--- config.mk ---
export PLATFORM = sky130hd
export DESIGN_NAME = alarm_repeat_ctrl
export DESIGN_NICKNAME = d
export VERILOG_FILES = /design/src/rtl/alarm_repeat_ctrl.sv
export SDC_FILE = /design/constraint.sdc
export NUM_CORES = 1
export LEC_CHECK = 0
export BUFFER_PORTS_ARGS = -buffer_cell sky130_fd_sc_hd__buf_2
export CORE_ASPECT_RATIO = 0.8
export CORE_MARGIN = 5
export CORE_UTILIZATION = 35
export CTS_CLUSTER_DIAMETER = 200
export DETAILED_ROUTE_END_ITERATION = 8
export PLACE_DENSITY = 0.6
export SYNTH_ARGS = -nofsm -noshare
export SYNTH_HDL_FRONTEND = slang
export SYNTH_SLANG_ARGS = --single-unit
--- constraint.sdc ---
create_clock -name clk -period 3.7 [get_ports clk]
set_input_delay 0.74 -clock clk [delete_from_list [all_inputs] [get_ports clk]]
set_output_delay 0.74 -clock clk [all_outputs]
set_load 0.02 [all_outputs]
--- src/rtl/alarm_repeat_ctrl.sv ---
module alarm_repeat_ctrl #(
  parameter int ADDR_W    = 13,
  parameter int BASE_ADDR = 32'h1FF2
) (
  input  logic              clk,
  input  logic              rst_n,
  input  logic              wr_en,
  input  logic [ADDR_W-1:0] addr,
  input  logic [7:0]        wdata,
  output logic [7:0]        rdata,
  input  logic [7:0]        tm_sec,
  input  logic [7:0]        tm_min,
  input  logic [7:0]        tm_hour,
  input  logic [7:0]        tm_date,
  input  logic              sec_tick,
  output logic              irq
);
  localparam logic [ADDR_W-1:0] A_SEC  = ADDR_W'(BASE_ADDR);
  localparam logic [ADDR_W-1:0] A_MIN  = ADDR_W'(BASE_ADDR + 1);
  localparam logic [ADDR_W-1:0] A_HOUR = ADDR_W'(BASE_ADDR + 2);
  localparam logic [ADDR_W-1:0] A_DATE = ADDR_W'(BASE_ADDR + 3);

  function automatic logic [7:0] bcd_dec(input logic [3:0] hi, input logic [3:0] lo);
    return 8'(hi) * 8'd10 + 8'(lo);
  endfunction

  logic [7:0] al_sec, al_min, al_hour, al_date;
  logic       irq_q;

  wire [7:0] v_sec  = bcd_dec({1'b0, wdata[6:4]}, wdata[3:0]);
  wire [7:0] v_hour = bcd_dec({2'b0, wdata[5:4]}, wdata[3:0]);
  wire [7:0] v_date = bcd_dec({3'b0, wdata[4]},   wdata[3:0]);

  wire sec_ok  = v_sec  <= 8'd59;
  wire hour_ok = v_hour <= 8'd23;
  wire date_ok = (v_date >= 8'd1) && (v_date <= 8'd31);

  always_ff @(posedge clk) begin
    if (!rst_n) begin
      al_sec  <= 8'h00;
      al_min  <= 8'h00;
      al_hour <= 8'h00;
      al_date <= 8'h00;
    end else if (wr_en) begin
      if (addr == A_SEC  && sec_ok)  al_sec  <= wdata;
      if (addr == A_MIN  && sec_ok)  al_min  <= wdata;
      if (addr == A_HOUR && hour_ok) al_hour <= wdata;
      if (addr == A_DATE && date_ok) al_date <= wdata;
    end
  end

  always_comb begin
    unique case (addr)
      A_SEC:   rdata = al_sec;
      A_MIN:   rdata = al_min;
      A_HOUR:  rdata = al_hour;
      A_DATE:  rdata = al_date;
      default: rdata = 8'h00;
    endcase
  end

  wire eq_sec  = al_sec[6:0]  == tm_sec[6:0];
  wire eq_min  = al_min[6:0]  == tm_min[6:0];
  wire eq_hour = al_hour[5:0] == tm_hour[5:0];
  wire eq_date = al_date[4:0] == tm_date[4:0];

  wire [3:0] masks = {al_date[7], al_hour[7], al_min[7], al_sec[7]};
  logic match;

  always_comb begin
    case (masks)
      4'b0000: match = eq_date & eq_hour & eq_min & eq_sec;
      4'b1000: match = eq_hour & eq_min & eq_sec;
      4'b1100: match = eq_min & eq_sec;
      4'b1110: match = eq_sec;
      default: match = 1'b1;
    endcase
  end

  always_ff @(posedge clk) begin
    if (!rst_n) irq_q <= 1'b0;
    else        irq_q <= sec_tick & match;
  end

  assign irq = irq_q;

  assert_irq_after_tick_R12: assert property (@(posedge clk) disable iff (!rst_n)
    irq |-> $past(sec_tick));

  assert_sec_reject_R3: assert property (@(posedge clk) disable iff (!rst_n)
    (wr_en && addr == A_SEC && v_sec > 8'd59) |=> al_sec == $past(al_sec));

  assert_hour_reject_R4: assert property (@(posedge clk) disable iff (!rst_n)
    (wr_en && addr == A_HOUR && v_hour > 8'd23) |=> al_hour == $past(al_hour));

  assert_date_store_R6: assert property (@(posedge clk) disable iff (!rst_n)
    (wr_en && addr == A_DATE && date_ok) |=> (addr != A_DATE || rdata == $past(wdata)));

  assert_every_second_R11: assert property (@(posedge clk) disable iff (!rst_n)
    (sec_tick && masks == 4'b1111) |=> irq);
endmodule

Yosys cells after proc, flatten, opt, wreduce, memory -nomap -nowiden
Cells that the tools add are included.
{ "word_totals": {"ff_bits": 33, "latch_bits": 0, "ram_bits": 0, "mem_bits_ro": 0, "inputBits": 57, "output_inout_bits": 9, "wordCells": 45, "mem_count": 0} }
{ "classes": {"addsub": 3, "n_mul": 3, "div": 0, "magnitude_cmp": 4, "eq_ne": 11, "n_shift": 0, "n_mux": 2, "bitwise": 7, "reduce_logical": 10} }
{ "op_table": {"columns": ["cell", "count"], "rows": [
  ["== test 13 bit, second input constant", 4],
  ["one-hot mux 8 bit (4 select lines)", 1],
  ["== test 7 bit", 2],
  ["== test 4 bit, second input constant", 3],
  ["adder 7 x 4 -> 8 bit", 1],
  ["<= comparator 8 x 6 -> 1 bit, second input constant", 1],
  ["AND reduction 2 bit", 4],
  ["adder 6 x 4 -> 7 bit", 1],
  ["bitwise AND 1 bit", 7],
  ["<= comparator 7 x 5 -> 1 bit, second input constant", 1],
  ["adder 5 x 4 -> 6 bit", 1],
  ["== test 6 bit", 1],
  ["greater-or-equal comparator 6 x 1 -> 1 bit, second input constant", 1],
  ["<= comparator 6 x 5 -> 1 bit, second input constant", 1],
  ["multiplier 3 x 3 -> 6 bit, second input constant", 1],
  ["== test 5 bit", 1],
  ["logical AND 1 bit", 5],
  ["multiplier 2 x 3 -> 5 bit, second input constant", 1],
  ["logical NOT 4 bit", 1],
  ["multiplier 1 x 3 -> 4 bit, second input constant", 1],
  ["one-hot mux 1 bit (4 select lines)", 1]
]} }

Depth between registers and ports, before layout
{ "depth": {"word_depth": 6, "depth_mapped": 8, "mapped_depth_nobuf": 8} }

Least setup slack after synthesis
No wires, ideal clock.
{ "synth_path": {"path_kind": "input -> output", "startpoint": "in addr[12]", "endpoint": "out rdata[0]", "arrival_ns": 2.289, "required_ns": 2.960, "path_slack_ns": 0.671, "path_stages": 4, "path_buffers": 0, "cell_sequence": "nand4_1 > or2_2 > nor4_1 > a221o_1"} }
{ "synth_via": {"elab_chain_len": 2, "elab_cells_between_ends": 5, "classes_between": "4 x eq/ne; 1 x mux"} }
{ "synth_lines": {"columns": ["element", "line", "rtl"], "rows": [
  ["start, declared", "8", "input logic [ADDR_W-1:0] addr,"],
  ["== test 13 bit", "53", "unique case (addr)"],
  ["one-hot mux 8 bit (4 select lines) *", "53", null],
  ["end, declared", "10", "output logic [7:0] rdata,"]
]} }
Mark *: on every way between the ends. The rest lies on a longest branch, timed or not.

Worst setup path after layout
Same ends and word-level chain as after synthesis.

==> qor.csv <==
metric;value;unit
post-cts repair resize count;0;
setup TNS;0;ps
ys flop type;sky130_fd_sc_hd__dfxtp_1;
H-tree levels;2;
count of maximum capacitance violations;0;
First DRT Iteration DRCs;95;
Routed Antenna Nets;0;
Critical Path, Cell by Cell;buf_2 > nand4_1 > or2_2 > or3_1 > nor2_1 > a221o_1 > buf_2;
final critical-path share of the clock period;0.821;
number of top-level design ports;66;
first-pass iteration count of the detailed router;4;
via count;1927;
Peak supply drop;0.144;mV
top-area cell type share of the netlist area;0.306;
pre-CTS setup slack;466;ps
total power density per cell area;291;mW/mm^2
GRT met1 Usage;0.216;
Mapped Cells;233;
clock tree from TritonCTS;yes;
hold_sp;al_hour[6];
count of cell types in the netlist;40;
number of buffer cells added on primary ports;58;
CP startpoint kind;primary input;
fraction of final layout cells with drive strength greater than 1;0.272;
Crit Path Class;in2out;
global route total overflow;0;
worst path bufs/invs;2;
summed instance area of the synthesized netlist;0.00216;sq mm
Worst-Margin Slew;695;ps
total clock sinks;33;
Post-Syn Nets;299;
RR Startpoint;al_min[1];
total area of multi-input combinational cells;0.00146;sq mm
family with the most delay on the worst path;simple AND/OR/NAND/NOR gates;
Critical R2R Capture;irq;
vertical die dimension;80.3;microns
Worst path most repeated cell;sky130_fd_sc_hd__buf_2;
mean number of vias per cell;5.08;
setup repair after global routing missed its margin;no;
Final Skew;4.43;ps
max-slew headroom at the worst pin;0.529;
biggest fanout along the worst timing path;8;
Slew Viols, Final;0;
Worst setup EP type;primary output;
utilization after layout;0.449;
Data arrival, critical path;2300;ps
class of the worst hold path;reg2reg;
count of flip-flops with a built-in enable after synthesis;0;
final setup fails;0;
destination of the worst hold path;al_hour[6];
highest clock frequency the design can meet;0.329;GHz
effective utilization at floorplan;0.363;
area of the core;0.00594;sq mm
Synth area leaders;sky130_fd_sc_hd__dfxtp_1 (31%), sky130_fd_sc_hd__mux2i_1 (19%), sky130_fd_sc_hd__nand2_1 (6.4%);
status;complete, no violations;
buffer cell driving the clock tree root;sky130_fd_sc_hd__clkbuf_8;
clock latency reported for the late side of the worst-skew pair;280;ps
clock-pin transition on the worst setup and hold timing paths;70;ps
count of standard-cell rows;25;
layout filler cell count;618;
delay of the slowest cell on the worst path;550;ps
global-route usage over all layers;0.151;
RD Place Congestion;0.825;
Layout area overhead;23.7;%
ys async rst share;0;
# diodes;0;
average wire per cell in the routed design;15.7;microns
YS warnings;0;
met2 Use GR;0.228;
mean post-synth cell area;9.27;sq um
largest net degree at the start of global routing;43;
met3 capacity usage during global routing;0.0391;
number of antenna violations at the first check in global routing;0;
Seq cells post-synth;33;
sequential cell area;661;sq um
cell type of the slowest stage on the worst timing path;sky130_fd_sc_hd__or3_1;
full die area;0.00785;sq mm
hold depth;2;
total wire length after detailed routing;5970;microns
maximum number of buffers from clock root to sink;2;
Period minus WS final;3040;ps
post-layout net count;363;
remaining design rule violation count;0;
final hold vios;0;
number of global-route vias before repair;1793;
register-to-register path setup slack;2060;ps
static leakage;1.11;nW
R2R cell count;5;
die width;97.8;microns
wire length of the first global-routing pass;9250;microns
cell type contributing the most total cell area after synthesis;sky130_fd_sc_hd__dfxtp_1;
proportion of synthesized chip area in sequential cells;0.306;
fin worst setup slack;662;ps
data required time at the worst endpoint;2960;ps
layer with the highest usage;met2;
worst-case hold slack;466;ps
number of buffers added to fix hold violations after cts;0;
total clock buffers created by CTS;5;
post-CTS setup-driven buffer insertion count;0;
half-perimeter wire length after placement;4630;microns
## sequential cells by signal (all words and copies together), names as in the netlist
| signal | count |
|---|---|
| irq | 1 |
| al_min | 8 |
| al_date | 8 |
| al_hour | 8 |
| al_sec | 8 |
## cell usage in the layout, fill, tap and decap left out, drive strengths merged, types with 2 or more instances in the layout
cell / Yosys / final
nor4: 5 / 5
nor3: 3 / 3
clkbuf: 6 / 7
a311oi: 2 / 2
nand2: 37 / 37
a221o: 8 / 8
nand4: 5 / 5
o311ai: 3 / 3
dfxtp: 33 / 33
o21ai: 3 / 3
nor2b: 11 / 11
a21oi: 5 / 5
nor2: 12 / 12
mux2i: 40 / 40
ha: 8 / 8
or4: 3 / 3
xor2: 11 / 11
nand2b: 3 / 3
buf: 1 / 64
xnor2: 15 / 15
inv: 4 / 4
## routing by layer
metal  share of wire  wire [microns]
met5               0               0
met4          0.0062              37
met3           0.068             408
met2            0.44            2620
met1            0.49            2910
## cells in the mapped netlist (2+ instances only)
cell                        n
sky130_fd_sc_hd__a21oi_1    5
sky130_fd_sc_hd__a221o_1    8
sky130_fd_sc_hd__a311oi_4   2
sky130_fd_sc_hd__clkbuf_1   6
sky130_fd_sc_hd__dfxtp_1   33
sky130_fd_sc_hd__ha_1       8
sky130_fd_sc_hd__inv_1      4
sky130_fd_sc_hd__mux2i_1   40
sky130_fd_sc_hd__nand2_1   37
sky130_fd_sc_hd__nand2b_1   3
sky130_fd_sc_hd__nand4_1    4
sky130_fd_sc_hd__nor2_1    12
sky130_fd_sc_hd__nor2b_1   11
sky130_fd_sc_hd__nor3_1     2
sky130_fd_sc_hd__nor4_1     4
sky130_fd_sc_hd__o21ai_0    3
sky130_fd_sc_hd__o311ai_0   2
sky130_fd_sc_hd__or4_1      3
sky130_fd_sc_hd__xnor2_1   15
sky130_fd_sc_hd__xor2_1    11
## worst reg2reg max path, stage by stage, from the launching register on
cell	delay (ps)
sky130_fd_sc_hd__dfxtp_1	460
sky130_fd_sc_hd__xnor2_1	150
sky130_fd_sc_hd__nand4_1	90
sky130_fd_sc_hd__nor4_1	490
sky130_fd_sc_hd__a21oi_1	100
sky130_fd_sc_hd__o31ai_1	260
## per-stage QoR
stage / cell area [sq um] / std cells / power [mW]
2_1_floorplan: 2160 / 233 / 0.434
3_3_place_gp: 2570 / 371 / 0.480
3_5_place_dp: 2570 / 371 / 0.482
4_1_cts: 2670 / 379 / 0.779
5_1_grt: 2670 / 379 / 0.808
6_report: 2670 / 379 / 0.777
## how the worst max path moves through the flow
stage / start / endpoint / slack (ps) / cells past startpoint
2_1_floorplan: addr[12] / rdata[0] / 670 / 4
6_report: addr[12] / rdata[0] / 660 / 7
5_1_grt: addr[12] / rdata[2] / 580 / 7
3_3_place_gp: wdata[4] / al_sec[6] / 480 / 10
3_5_place_dp: wdata[4] / al_min[5] / 470 / 10
4_1_cts: addr[12] / rdata[3] / 640 / 7
## area by class of cell
class,count,share of cell area
Clock buffer,7,0.0361
Inverter,4,0.00562
Timing Repair Buffer,64,0.126
Tap cell,81,0.0379
Clock inverter,1,0.00187
Sequential cell,33,0.247
Multi-Input combinational cell,189,0.546
## report_power, final
part           switching, mW  internal (mW)
Sequential         0.0000164          0.355
Combinational         0.0669         0.0522
Clock                  0.135          0.168
## cells by family (layout without fill, tap and decap cells)
group	after synthesis	after routing	share of synthesized area
flops	33	33	0.306
buf+inv	11	76	0.0191
mux	40	40	0.185
fa+ha+maj	9	9	0.0556
compound gates	27	27	0.121
xor+xnor	26	26	0.105
simple gates	87	87	0.208
Note: power is estimated with default switching activity, not from simulation.
